**config.mk**
```make
export PLATFORM = sky130hd
export DESIGN_NAME = serial_rx_8x
export DESIGN_NICKNAME = d
export VERILOG_FILES = /design/src/rtl/serial_rx_pkg.sv /design/src/rtl/rx_line_sync.sv /design/src/rtl/rx_tick_gen.sv /design/src/rtl/rx_frame_seq.sv /design/src/rtl/rx_out_hold.sv /design/src/rtl/serial_rx_8x.sv
export SDC_FILE = /design/constraint.sdc
export NUM_CORES = 1
export LEC_CHECK = 0
export BUFFER_PORTS_ARGS = -buffer_cell sky130_fd_sc_hd__buf_4
export CAP_MARGIN = 20
export CELL_PAD_IN_SITES_DETAIL_PLACEMENT = 1
export CELL_PAD_IN_SITES_GLOBAL_PLACEMENT = 2
export CORE_MARGIN = 8
export CORE_UTILIZATION = 40
export DETAILED_ROUTE_END_ITERATION = 12
export PLACE_DENSITY = 0.9
export SLEW_MARGIN = 20
export SYNTH_ARGS = -nofsm -noshare
export SYNTH_HDL_FRONTEND = slang
export SYNTH_SLANG_ARGS = --single-unit
```
**constraint.sdc**
```tcl
create_clock -name clk -period 3.9 [get_ports clk]
set_clock_uncertainty 0.15 [all_clocks]
set_input_delay 0.585 -clock clk [delete_from_list [all_inputs] [get_ports clk]]
set_output_delay 0.585 -clock clk [all_outputs]
set_load 0.02 [all_outputs]
```
**src/rtl/serial_rx_pkg.sv**
```systemverilog
package serial_rx_pkg;
  typedef enum logic [1:0] {
    ST_HUNT  = 2'd0,
    ST_DATA  = 2'd1,
    ST_STOP  = 2'd2,
    ST_BREAK = 2'd3
  } rx_state_t;
endpackage

```
**src/rtl/rx_line_sync.sv**
```systemverilog
module rx_line_sync #(
  parameter int STAGES = 2
) (
  input  logic clk,
  input  logic rst_n,
  input  logic line_i,
  output logic line_o
);
  logic [STAGES-1:0] pipe_q;

  always_ff @(posedge clk or negedge rst_n) begin
    if (!rst_n) pipe_q <= '1;
    else        pipe_q <= {pipe_q[STAGES-2:0], line_i};
  end

  assign line_o = pipe_q[STAGES-1];
endmodule

```
**src/rtl/rx_tick_gen.sv**
```systemverilog
module rx_tick_gen #(
  parameter int DIV_W = 12
) (
  input  logic             clk,
  input  logic             rst_n,
  input  logic [DIV_W-1:0] div_i,
  output logic             tick_o
);
  logic [DIV_W-1:0] cnt_q;

  always_ff @(posedge clk or negedge rst_n) begin
    if (!rst_n) begin
      cnt_q  <= '0;
      tick_o <= 1'b0;
    end else if (cnt_q >= div_i) begin
      cnt_q  <= '0;
      tick_o <= 1'b1;
    end else begin
      cnt_q  <= cnt_q + 1'b1;
      tick_o <= 1'b0;
    end
  end
endmodule

```
**src/rtl/rx_frame_seq.sv**
```systemverilog
module rx_frame_seq
  import serial_rx_pkg::*;
#(
  parameter int OVS    = 8,
  parameter int DATA_W = 8
) (
  input  logic              clk,
  input  logic              rst_n,
  input  logic              tick_i,
  input  logic              line_i,
  output logic              push_o,
  output logic              bad_o,
  output logic [DATA_W-1:0] data_o,
  output logic              in_break_o
);
  localparam int FIRST_WAIT = OVS + OVS / 2;
  localparam int CNT_W      = $clog2(FIRST_WAIT + 1);
  localparam int IDX_W      = $clog2(DATA_W + 1);
  localparam logic [CNT_W-1:0] FIRST_LOAD = CNT_W'(FIRST_WAIT - 1);
  localparam logic [CNT_W-1:0] BIT_LOAD   = CNT_W'(OVS - 1);
  localparam logic [IDX_W-1:0] LAST_IDX   = IDX_W'(DATA_W - 1);

  rx_state_t         state_q;
  logic [CNT_W-1:0]  cnt_q;
  logic [IDX_W-1:0]  idx_q;
  logic [DATA_W-1:0] shift_q;

  always_ff @(posedge clk or negedge rst_n) begin
    if (!rst_n) begin
      state_q <= ST_HUNT;
      cnt_q   <= '0;
      idx_q   <= '0;
      shift_q <= '0;
      push_o  <= 1'b0;
      bad_o   <= 1'b0;
    end else begin
      push_o <= 1'b0;
      bad_o  <= 1'b0;
      if (tick_i) begin
        case (state_q)
          ST_HUNT: begin
            if (!line_i) begin
              cnt_q   <= FIRST_LOAD;
              idx_q   <= '0;
              state_q <= ST_DATA;
            end
          end
          ST_DATA: begin
            if (cnt_q == '0) begin
              shift_q <= {line_i, shift_q[DATA_W-1:1]};
              cnt_q   <= BIT_LOAD;
              if (idx_q == LAST_IDX) state_q <= ST_STOP;
              else                   idx_q   <= idx_q + 1'b1;
            end else begin
              cnt_q <= cnt_q - 1'b1;
            end
          end
          ST_STOP: begin
            if (cnt_q == '0) begin
              if (line_i) begin
                push_o  <= 1'b1;
                state_q <= ST_HUNT;
              end else begin
                bad_o   <= 1'b1;
                state_q <= ST_BREAK;
              end
            end else begin
              cnt_q <= cnt_q - 1'b1;
            end
          end
          default: begin
            if (line_i) state_q <= ST_HUNT;
          end
        endcase
      end
    end
  end

  assign data_o     = shift_q;
  assign in_break_o = (state_q == ST_BREAK);
endmodule

```
**src/rtl/rx_out_hold.sv**
```systemverilog
module rx_out_hold #(
  parameter int DATA_W = 8
) (
  input  logic              clk,
  input  logic              rst_n,
  input  logic              push_i,
  input  logic [DATA_W-1:0] data_i,
  input  logic              ready_i,
  input  logic              clr_i,
  output logic              valid_o,
  output logic [DATA_W-1:0] data_o,
  output logic              ovr_o
);
  logic lost;
  assign lost = push_i && valid_o && !ready_i;

  always_ff @(posedge clk or negedge rst_n) begin
    if (!rst_n) begin
      valid_o <= 1'b0;
      data_o  <= '0;
      ovr_o   <= 1'b0;
    end else begin
      if (push_i) begin
        valid_o <= 1'b1;
        data_o  <= data_i;
      end else if (ready_i) begin
        valid_o <= 1'b0;
      end
      if (lost)       ovr_o <= 1'b1;
      else if (clr_i) ovr_o <= 1'b0;
    end
  end
endmodule

```
**src/rtl/serial_rx_8x.sv**
```systemverilog
module serial_rx_8x #(
  parameter int DIV_W  = 12,
  parameter int OVS    = 8,
  parameter int DATA_W = 8
) (
  input  logic              clk,
  input  logic              rst_n,
  input  logic              rx_i,
  input  logic [DIV_W-1:0]  div_i,
  input  logic              flag_clr_i,
  input  logic              out_ready_i,
  output logic              out_valid_o,
  output logic [DATA_W-1:0] out_data_o,
  output logic              frame_err_o,
  output logic              overrun_o
);
  logic              line_s;
  logic              tick_w;
  logic              push_w;
  logic              bad_w;
  logic              in_break_w;
  logic [DATA_W-1:0] byte_w;

  rx_line_sync #(.STAGES(2)) u_sync (
    .clk(clk), .rst_n(rst_n), .line_i(rx_i), .line_o(line_s)
  );

  rx_tick_gen #(.DIV_W(DIV_W)) u_tick (
    .clk(clk), .rst_n(rst_n), .div_i(div_i), .tick_o(tick_w)
  );

  rx_frame_seq #(.OVS(OVS), .DATA_W(DATA_W)) u_seq (
    .clk(clk), .rst_n(rst_n), .tick_i(tick_w), .line_i(line_s),
    .push_o(push_w), .bad_o(bad_w), .data_o(byte_w), .in_break_o(in_break_w)
  );

  rx_out_hold #(.DATA_W(DATA_W)) u_hold (
    .clk(clk), .rst_n(rst_n), .push_i(push_w), .data_i(byte_w),
    .ready_i(out_ready_i), .clr_i(flag_clr_i),
    .valid_o(out_valid_o), .data_o(out_data_o), .ovr_o(overrun_o)
  );

  always_ff @(posedge clk or negedge rst_n) begin
    if (!rst_n)          frame_err_o <= 1'b0;
    else if (bad_w)      frame_err_o <= 1'b1;
    else if (flag_clr_i) frame_err_o <= 1'b0;
  end
endmodule

```
Yosys cells after proc, flatten, opt, wreduce, memory -nomap -nowiden. Cells that the tools add are included. Widths: inputs -> output; s select.

Bits in registers: 46. Word-level logic and storage cells: 71.

Add/subtract/negate cells: 3. Order comparisons: 1. Equal/unequal tests: 9. Mux-type cells: 30. Reductions and logical operators: 15.

Operators by type and width (number): $mux 4 (6); $mux 1 (14); $add 12x1->12 const B (1); $ge 12x12->1 (1); $mux 12 (1); $mux 2 (6); $pmux 4 s3 (1); $pmux 4 s2 (1); $reduce_bool 2->1 (4); $ne 2x1->1 const B (3); $ne 2x2->1 const B (3); $pmux 2 s3 (1); $reduce_and 6->1 (1); $reduce_and 5->1 (1); $add 4x1->4 const B (1); $eq 4x3->1 const B (1); $logic_not 4->1 (1); $reduce_and 4->1 (1); $reduce_bool 4->1 (1); $sub 4x1->4 const B (1); $reduce_and 3->1 (1); $reduce_bool 3->1 (1); $eq 2x1->1 const B (1); $eq 2x2->1 const B (1); other kinds (3) (4).

Logic depth before layout (Yosys ltp). Gate-level depths: netlist of run 1.

Word-level depth: 4. Gate-level depth with buffers: 7. Mapped depth without buffers: 6.

By module. Synthesis of run 1 repeated with hierarchy kept, for this count alone.

Cell total of the unflattened synthesis: 221. Area total of the unflattened synthesis: 2549.9 µm².

By module, submodules not included: rx_frame_seq (times used 1, cells an instance 94, area each 1088.5 µm², seq. area each 500.5 µm²); rx_tick_gen (times used 1, cells an instance 99, area each 964.7 µm², seq. area each 325.3 µm²); rx_out_hold (times used 1, cells an instance 23, area each 407.9 µm², seq. area each 250.2 µm²); rx_line_sync (times used 1, cells an instance 2, area each 52.6 µm², seq. area each 52.6 µm²); serial_rx_8x (times used 1, cells an instance 3, area each 36.3 µm², seq. area each 25.0 µm²).

Least setup slack after synthesis of run 1. OpenSTA, ideal clock, no wires.

Kind: in2reg. Start point: in div_i[5]. End point: reg u_tick.cnt_q[10]. Arrival: 1.800 ns. Slack: 1.812 ns. Stages: 7. Cell sequence: inv_1 > ha_1 > nand2_1 > or3_1 > o221ai_2 > buf_2 > a211oi_1.

Longest elaborated chain between the ends: 2.

RTL lines: start: declaration (line serial_rx_8x.sv:9) `input logic [DIV_W-1:0] div_i,`; $ge 12x12->1 (line rx_tick_gen.sv:15) `end else if (cnt_q >= div_i) begin`; $mux 12 (line rx_tick_gen.sv:15); end signal: assignment (line rx_tick_gen.sv:19) `cnt_q <= cnt_q + 1'b1;`; end: declaration (line rx_tick_gen.sv:9) `logic [DIV_W-1:0] cnt_q;`.

No other way between the ends. A chain may end at the register's enable or synchronous reset.

Worst setup path in the final report of run 1.
Start point: reg u_tick.cnt_q[5]. End point: reg u_tick.cnt_q[11].

Longest elaborated chain between the ends: 2.

RTL lines (line): $add 12x1->12 or $ge 12x12->1 (tied branches) (rx_tick_gen.sv:19, rx_tick_gen.sv:15); $mux 12 (*) (rx_tick_gen.sv:15).

Mark *: on every way between the ends. The rest lies on a longest branch, timed or not.

==> results of run 1 <==
[cells in the mapped netlist (all sizes together)]
library cell / number / area share
nor2: 7 / 0.011
o21a: 1 / 0.0030
o31ai: 2 / 0.0061
and3: 1 / 0.0025
nand2b: 3 / 0.0076
clkbuf: 4 / 0.0061
a211o: 1 / 0.0036
ha: 19 / 0.097
buf: 1 / 0.0020
nor2b: 1 / 0.0025
nor3b: 2 / 0.011
or3b: 1 / 0.0046
o21ai: 5 / 0.010
o22a: 2 / 0.0071
nand4: 3 / 0.0076
a32o: 1 / 0.0041
a31o: 1 / 0.0036
nand3: 9 / 0.020
nand3b: 1 / 0.0030
a31oi: 1 / 0.0025
a22o: 4 / 0.014
o211ai: 1 / 0.0030
a211oi: 12 / 0.039
a21bo: 1 / 0.0041
a21boi: 2 / 0.0061
inv: 21 / 0.032
and2: 2 / 0.0051
a41o: 1 / 0.0041
xnor2: 5 / 0.018
o221ai: 1 / 0.0061
a21oi: 5 / 0.010
mux2: 17 / 0.078
nor3: 5 / 0.010
a21o: 6 / 0.018
mux2i: 2 / 0.0081
xor2: 5 / 0.018
nand2: 9 / 0.014
a221oi: 1 / 0.0036
and4: 4 / 0.014
o2bb2ai: 1 / 0.0036
or3: 1 / 0.0025
dfstp: 2 / 0.021
dfrtp: 44 / 0.45
o21bai: 2 / 0.0061
[sequential cells by signal, summed over array words and instances, names as in the netlist]
name / flops
frame_err_o: 1
u_hold.data_o: 8
u_hold.ovr_o: 1
u_hold.valid_o: 1
u_seq.bad_o: 1
u_seq.cnt_q: 4
u_seq.data_o: 8
u_seq.idx_q: 4
u_seq.push_o: 1
u_seq.state_q: 2
u_sync.pipe_q: 2
u_tick.cnt_q: 12
u_tick.tick_o: 1
[where the power goes]
part / internal (uW) / switching, uW / total (uW)
sequential: 546 / 97.4 / 643
combinational: 196 / 225 / 421
clock: 192 / 157 / 349
[layout make-up]
type | count | area [um^2] | area share
clock buffer | 7 | 76.32 | 0.02682
sequential | 46 | 1154 | 0.4055
clock inverter | 1 | 30.03 | 0.01055
multi-input combinational | 148 | 1210 | 0.4252
tap | 75 | 93.84 | 0.03298
inverter | 21 | 78.83 | 0.02770
timing repair buffer | 27 | 202.7 | 0.07124
[worst register-to-register path, stage by stage (launching register included)]
cell and delay [ns]:
dfrtp_1 0.48, ha_1 0.34, nand2_1 0.05, or3_1 0.35
o221ai_2 0.52, a221oi_1 0.19
[cells by family (layout without fill, tap and decap cells)]
| logic type | count (synthesis) | count (layout) | synth area share |
|---|---|---|---|
| xor gates and xnor gates | 10 | 10 | 0.03557 |
| adders and majority gates | 19 | 19 | 0.09655 |
| and+or+nand+nor | 49 | 49 | 0.1154 |
| muxes | 19 | 19 | 0.08587 |
| DFF | 46 | 46 | 0.4685 |
| AOI/OAI and AO/OA | 51 | 51 | 0.1580 |
| buffers and inverters | 26 | 56 | 0.04014 |
[layer usage]
layer  vias to the layer above  GRT usage
met2                        32     0.1871
met3                         7    0.02460
met5                         -          0
met1                       835     0.1607
li1                        856          -
met4                         0    0.06632
[metrics by stage]
step	hold WS, ns	instances	util	cell area (um^2)
2_1_floorplan	0.1394	220	-	2462
3_3_place_gp	0.1958	317	0.4626	2739
3_5_place_dp	0.1994	317	0.4626	2739
4_1_cts	0.1446	325	0.4806	2845
5_1_grt	0.1749	325	0.4806	2845
6_report	0.1284	325	0.4806	2845
[worst max-delay path by stage]
stage	end	slack (ns)	depth (start not counted)	startpoint
CTS	u_tick.cnt_q[11]	1.67	5	u_tick.cnt_q[5]
global route	u_tick.cnt_q[11]	1.53	5	u_tick.cnt_q[5]
detailed placement	u_tick.cnt_q[11]	1.48	7	div_i[5]
finish	u_tick.cnt_q[11]	1.68	5	u_tick.cnt_q[5]
global placement	u_tick.cnt_q[11]	1.51	7	div_i[5]
floorplan	u_tick.cnt_q[10]	1.81	7	div_i[5]
==> metrics.txt, run 1 <==
WP buf/inv 0; port buffer count 27; final worst-path cycle share 0.5685; Mapped Nets between 200 and 300; HPWL after detailed placement 3676 um; Sinks on Clock Net 46; Iteration-0 DRC Markers between 50 and 60; Critical Path, Cell by Cell ha_1, nand2_1, or3_1, o221ai_2, a221oi_1; Crit. End Element register; gpl congestion 0.7537; Mapped Avg Cell Area 11.19 um^2; first-pass GRT wire length around 8800 um; startpoint types register; first-pass detailed-route iteration total 4; DRC 0; Max Slew Vio Count 0; worst skew pair latency approximately 0.3 ns; met2 WL 2232 um; maximum vdd ir drop 225.7 uV; Setup Fix Bufs, Post-CTS 0; Chip Width 94.46 um; P&R area growth vs syn 15.55%; Largest stage delay, worst path approximately 0.52 ns; vias 1730; met3 WL 211 um; CTS clk-pin slew, worst paths around 0.080 ns; DR top layer met4; H-tree depth 2; maxcap violations 0; Cell variety after synth between 40 and 50; core area 5921 um^2; CP Class register to register; initial antenna violation count 0; Crit Path Max Fanout 13; post-route setup slack 1.683 ns; nets roughly 290; Crit path max-delay family compound AO/OA/AOI/OAI gates; met1 WL 2387 um; largest net degree at the start of global routing 47; Num CTS Buffers 5; min cycle time layout ~2.2 ns; outcome complete, no violations; Fill cells 665; CTS Buffer Depth 2; Yosys reg bits 46; Reg-to-Reg Start u_tick.cnt_q[5]; Post-Syn Area 2462 um^2; Mapped Cells 220; Hold Path Class primary input to asynchronous set/reset pin; Achievable Freq 451.0 MHz; P per Cell Area between 400 and 500 nW/um^2; Arrival @ worst endpoint 2.22 ns; TNS Setup 0 ns; CTS tree yes; # IOs 28; Syn. warnings 0; relative slew slack 0.5988; Die Ht around 94 um; clock root buffer clkbuf_8; Antenna Violating Nets Remaining 0; DRT Wirelength 4938 um; WP data required 3.90 ns; CTS-repair resized insts 0; number of global-route vias before repair 1793; Final Setup Violations 0; RSZ-0062 raised after global routing false; grt total ovfl 0; commonest non-fill, non-tap cells in the layout dfrtp_1, buf_4, inv_1; DR vias/cell 5.323; Leak Pwr roughly 0.0014 uW; n_diodes 0; fraction of layout cells with a size suffix above 1 0.2320; initial core utilization 0.4159; full die area just under 9000 um^2; measured slew at the worst slew-check pin 0.6018 ns; worst reg2reg path endpoint u_tick.cnt_q[11]; Total Power between 1000 and 1500 uW; reg2reg setup slack roughly 1.7 ns; worst reg2reg path depth 5; commonest non-fill, non-tap cell in the layout dfrtp_1; detailed-route wire length per cell 15.19 um; sequential-to-total area share from yosys stat 0.4685; hold violation total from the final report 0; slowest cell on the critical path o221ai_2; Place WS 1.482 ns; hold_buf cts 0; Rows 28; gr usage total 0.1229
No activity file was read; power rests on OpenSTA's default activity.
==> inputs of run 2 (changes only) <==
--- a/config.mk
+++ b/config.mk
@@ -10,9 +10,9 @@
 export CELL_PAD_IN_SITES_DETAIL_PLACEMENT = 1
 export CELL_PAD_IN_SITES_GLOBAL_PLACEMENT = 2
 export CORE_MARGIN = 8
-export CORE_UTILIZATION = 40
+export CORE_UTILIZATION = 35
 export DETAILED_ROUTE_END_ITERATION = 12
-export PLACE_DENSITY = 0.9
+export PLACE_DENSITY = 0.84
 export SLEW_MARGIN = 20
 export SYNTH_ARGS = -nofsm -noshare
 export SYNTH_HDL_FRONTEND = slang
==> constraint.sdc (replaced) <==
create_clock -name clk -period 1.8 [get_ports clk]
set_clock_uncertainty 0.15 [all_clocks]
set_input_delay 0.27 -clock clk [delete_from_list [all_inputs] [get_ports clk]]
set_output_delay 0.27 -clock clk [all_outputs]
set_load 0.02 [all_outputs]
==> metrics.txt, run 2 (synthesized netlist as in run 1, its figures left out) <==
H-tree depth 2; P&R area growth vs syn 42.38%; Sequential Area ~1200 um^2; grt total ovfl 0; Reg with most FFs u_tick.cnt_q; CTS Buffer Depth 2; Leak Pwr 0.001673 uW; worst hold endpoint frame_err_o; min cycle time layout between 1.5 and 2 ns; nets 330; # IOs 28; met2 Usage GRT 0.2376; first-pass detailed-route iteration total 4; Arrival @ worst endpoint 2.01 ns; DP Cell Count around 370; Rows 30; RSZ-0062 raised after global routing true; WP buf/inv 1; detailed-route wire length per cell between 15 and 20 um; first-pass GRT wire length 10900 um; Min Hold Slack 0.1239 ns; Largest regs u_tick.cnt_q (12), u_hold.data_o (8), u_seq.data_o (8); Num CTS Buffers 5; CTS clk-pin slew, worst paths 0.09 ns; largest net degree at the start of global routing 47; initial core utilization 0.3624; worst reg2reg path endpoint u_tick.cnt_q[1]; commonest non-fill, non-tap cells in the layout buf_4, dfrtp_1, inv_1; commonest non-fill, non-tap cell in the layout buf_4; gr usage total 0.1349; full die area around 10000 um^2; placed cell area about 3000 um^2; startpoint types register; HPWL after detailed placement 4389 um; reg2reg setup slack -0.19 ns; Sinks on Clock Net between 40 and 50; CP Class register to register; design area 3506 um^2; Reg-to-Reg Start u_tick.cnt_q[4]; Critical Path, Cell by Cell ha_4, nand2_2, or3_4, o221ai_4, clkbuf_16, a211oi_2; Chip Width 99.88 um; Total Power 4116 uW; fraction of layout cells with a size suffix above 1 0.4644; slowest cell on the critical path dfrtp_1; Achievable Freq 501.6 MHz; final worst-path cycle share 1.108; failing checks setup timing; Non-Filler Instances 391; vias 1966; met1 usage 0.1551; initial antenna violation count 0; WP data required 1.82 ns; P per Cell Area 1174 nW/um^2; Crit Path Max Fanout 6; max FFs per register 12; gpl congestion about 0.76; Hold Path Class primary input to register; grt peak-use layer met2; Multi-input gate area about 1500 um^2; DRT Wirelength 6433 um; routing usage on met3 0.02907; Max Slew Vio Count 0; maximum vdd ir drop 377.8 uV; worst reg2reg path depth 6; Crit path max-delay family simple AND/OR/NAND/NOR gates; Die Ht 99.88 um; hold_sp flag_clr_i; maxcap violations 0; Largest stage delay, worst path 0.43 ns; core area 6794 um^2; clock root buffer clkbuf_8; Fill cells 720; measured slew at the worst slew-check pin 0.5997 ns; DRC 0; Iteration-0 DRC Markers 56; DR vias/cell 5.028; Antenna Violating Nets Remaining 0; port buffer count 27; hold path depth 3; relative slew slack 0.6002; Place WS -0.3029 ns; hold violation total from the final report 0; CTS tree yes; Final Setup Violations 14; worst skew pair latency 0.30 ns; number of global-route vias before repair 2263; n_diodes 0; Crit. End Element register; post-route setup slack -0.1938 ns; outcome finished with violations
[run 2: cell types whose count changed in the layout (fill, tap and decap cells not counted), moves of 4 or more]
cell / before / now
buf_4: 27 / 64
a211oi_1: 11 / 2
a211oi_2: 1 / 8
ha_1: 19 / 12
ha_4: 0 / 6
buf_6: 0 / 4
[run 2: power breakdown]
| group | internal (uW) | total [uW] | switching, uW |
|---|---|---|---|
| registers | 1180 | 1330 | 145 |
| logic | 1050 | 2010 | 958 |
| clock network | 415 | 777 | 363 |
[run 2: how the worst max path moves through the flow]
stage,start,end,cells after the start
after floorplan,u_tick.cnt_q[5],u_tick.cnt_q[10],6
after detailed placement,div_i[5],u_tick.cnt_q[2],7
after CTS,u_tick.cnt_q[3],u_tick.cnt_q[3],7
after global placement,div_i[5],u_tick.cnt_q[11],7
final,u_tick.cnt_q[4],u_tick.cnt_q[1],6
after global routing,u_tick.cnt_q[3],u_tick.cnt_q[3],7
[run 2: area by class of cell]
cell class | count | area share
Inverter | 21 | 0.02248
Multi-Input combinational cell | 148 | 0.4140
Sequential cell | 46 | 0.3294
Timing Repair Buffer | 72 | 0.1685
Tap cell | 96 | 0.03426
Clock buffer | 6 | 0.02070
Clock inverter | 2 | 0.01071
[run 2: routing by layer]
| layer | vias up | routed length (um) |
|---|---|---|
| met4 | 0 | 127 |
| met3 | 10 | 210 |
| met5 | - | 0 |
| met1 | 986 | 2698 |
| li1 | 940 | - |
| met2 | 30 | 3397 |
[run 2: timing repair]
item                                    CTS  global route
gates cloned                              1             0
pin swaps                                10             9
buffers inserted                          6             5
resized for setup                        32            22
endpoints found under the setup margin   30            30
hold buffers                              2             0
hold endpoints to repair                 45             0
[run 2: worst min-delay path: cells and delay by family]
family	cells	cell delay [ns]
buffers and inverters	2	0.11
AOI/OAI and AO/OA	1	0.15
[run 2: per-stage QoR]
step	setup TNS, ns	utilization
global placement	-2.791	0.4424
CTS	-1.499	0.4961
floorplan	-0.4763	-
finish	-2.153	0.5160
global route	-3.402	0.5160
detailed placement	-4.045	0.4424
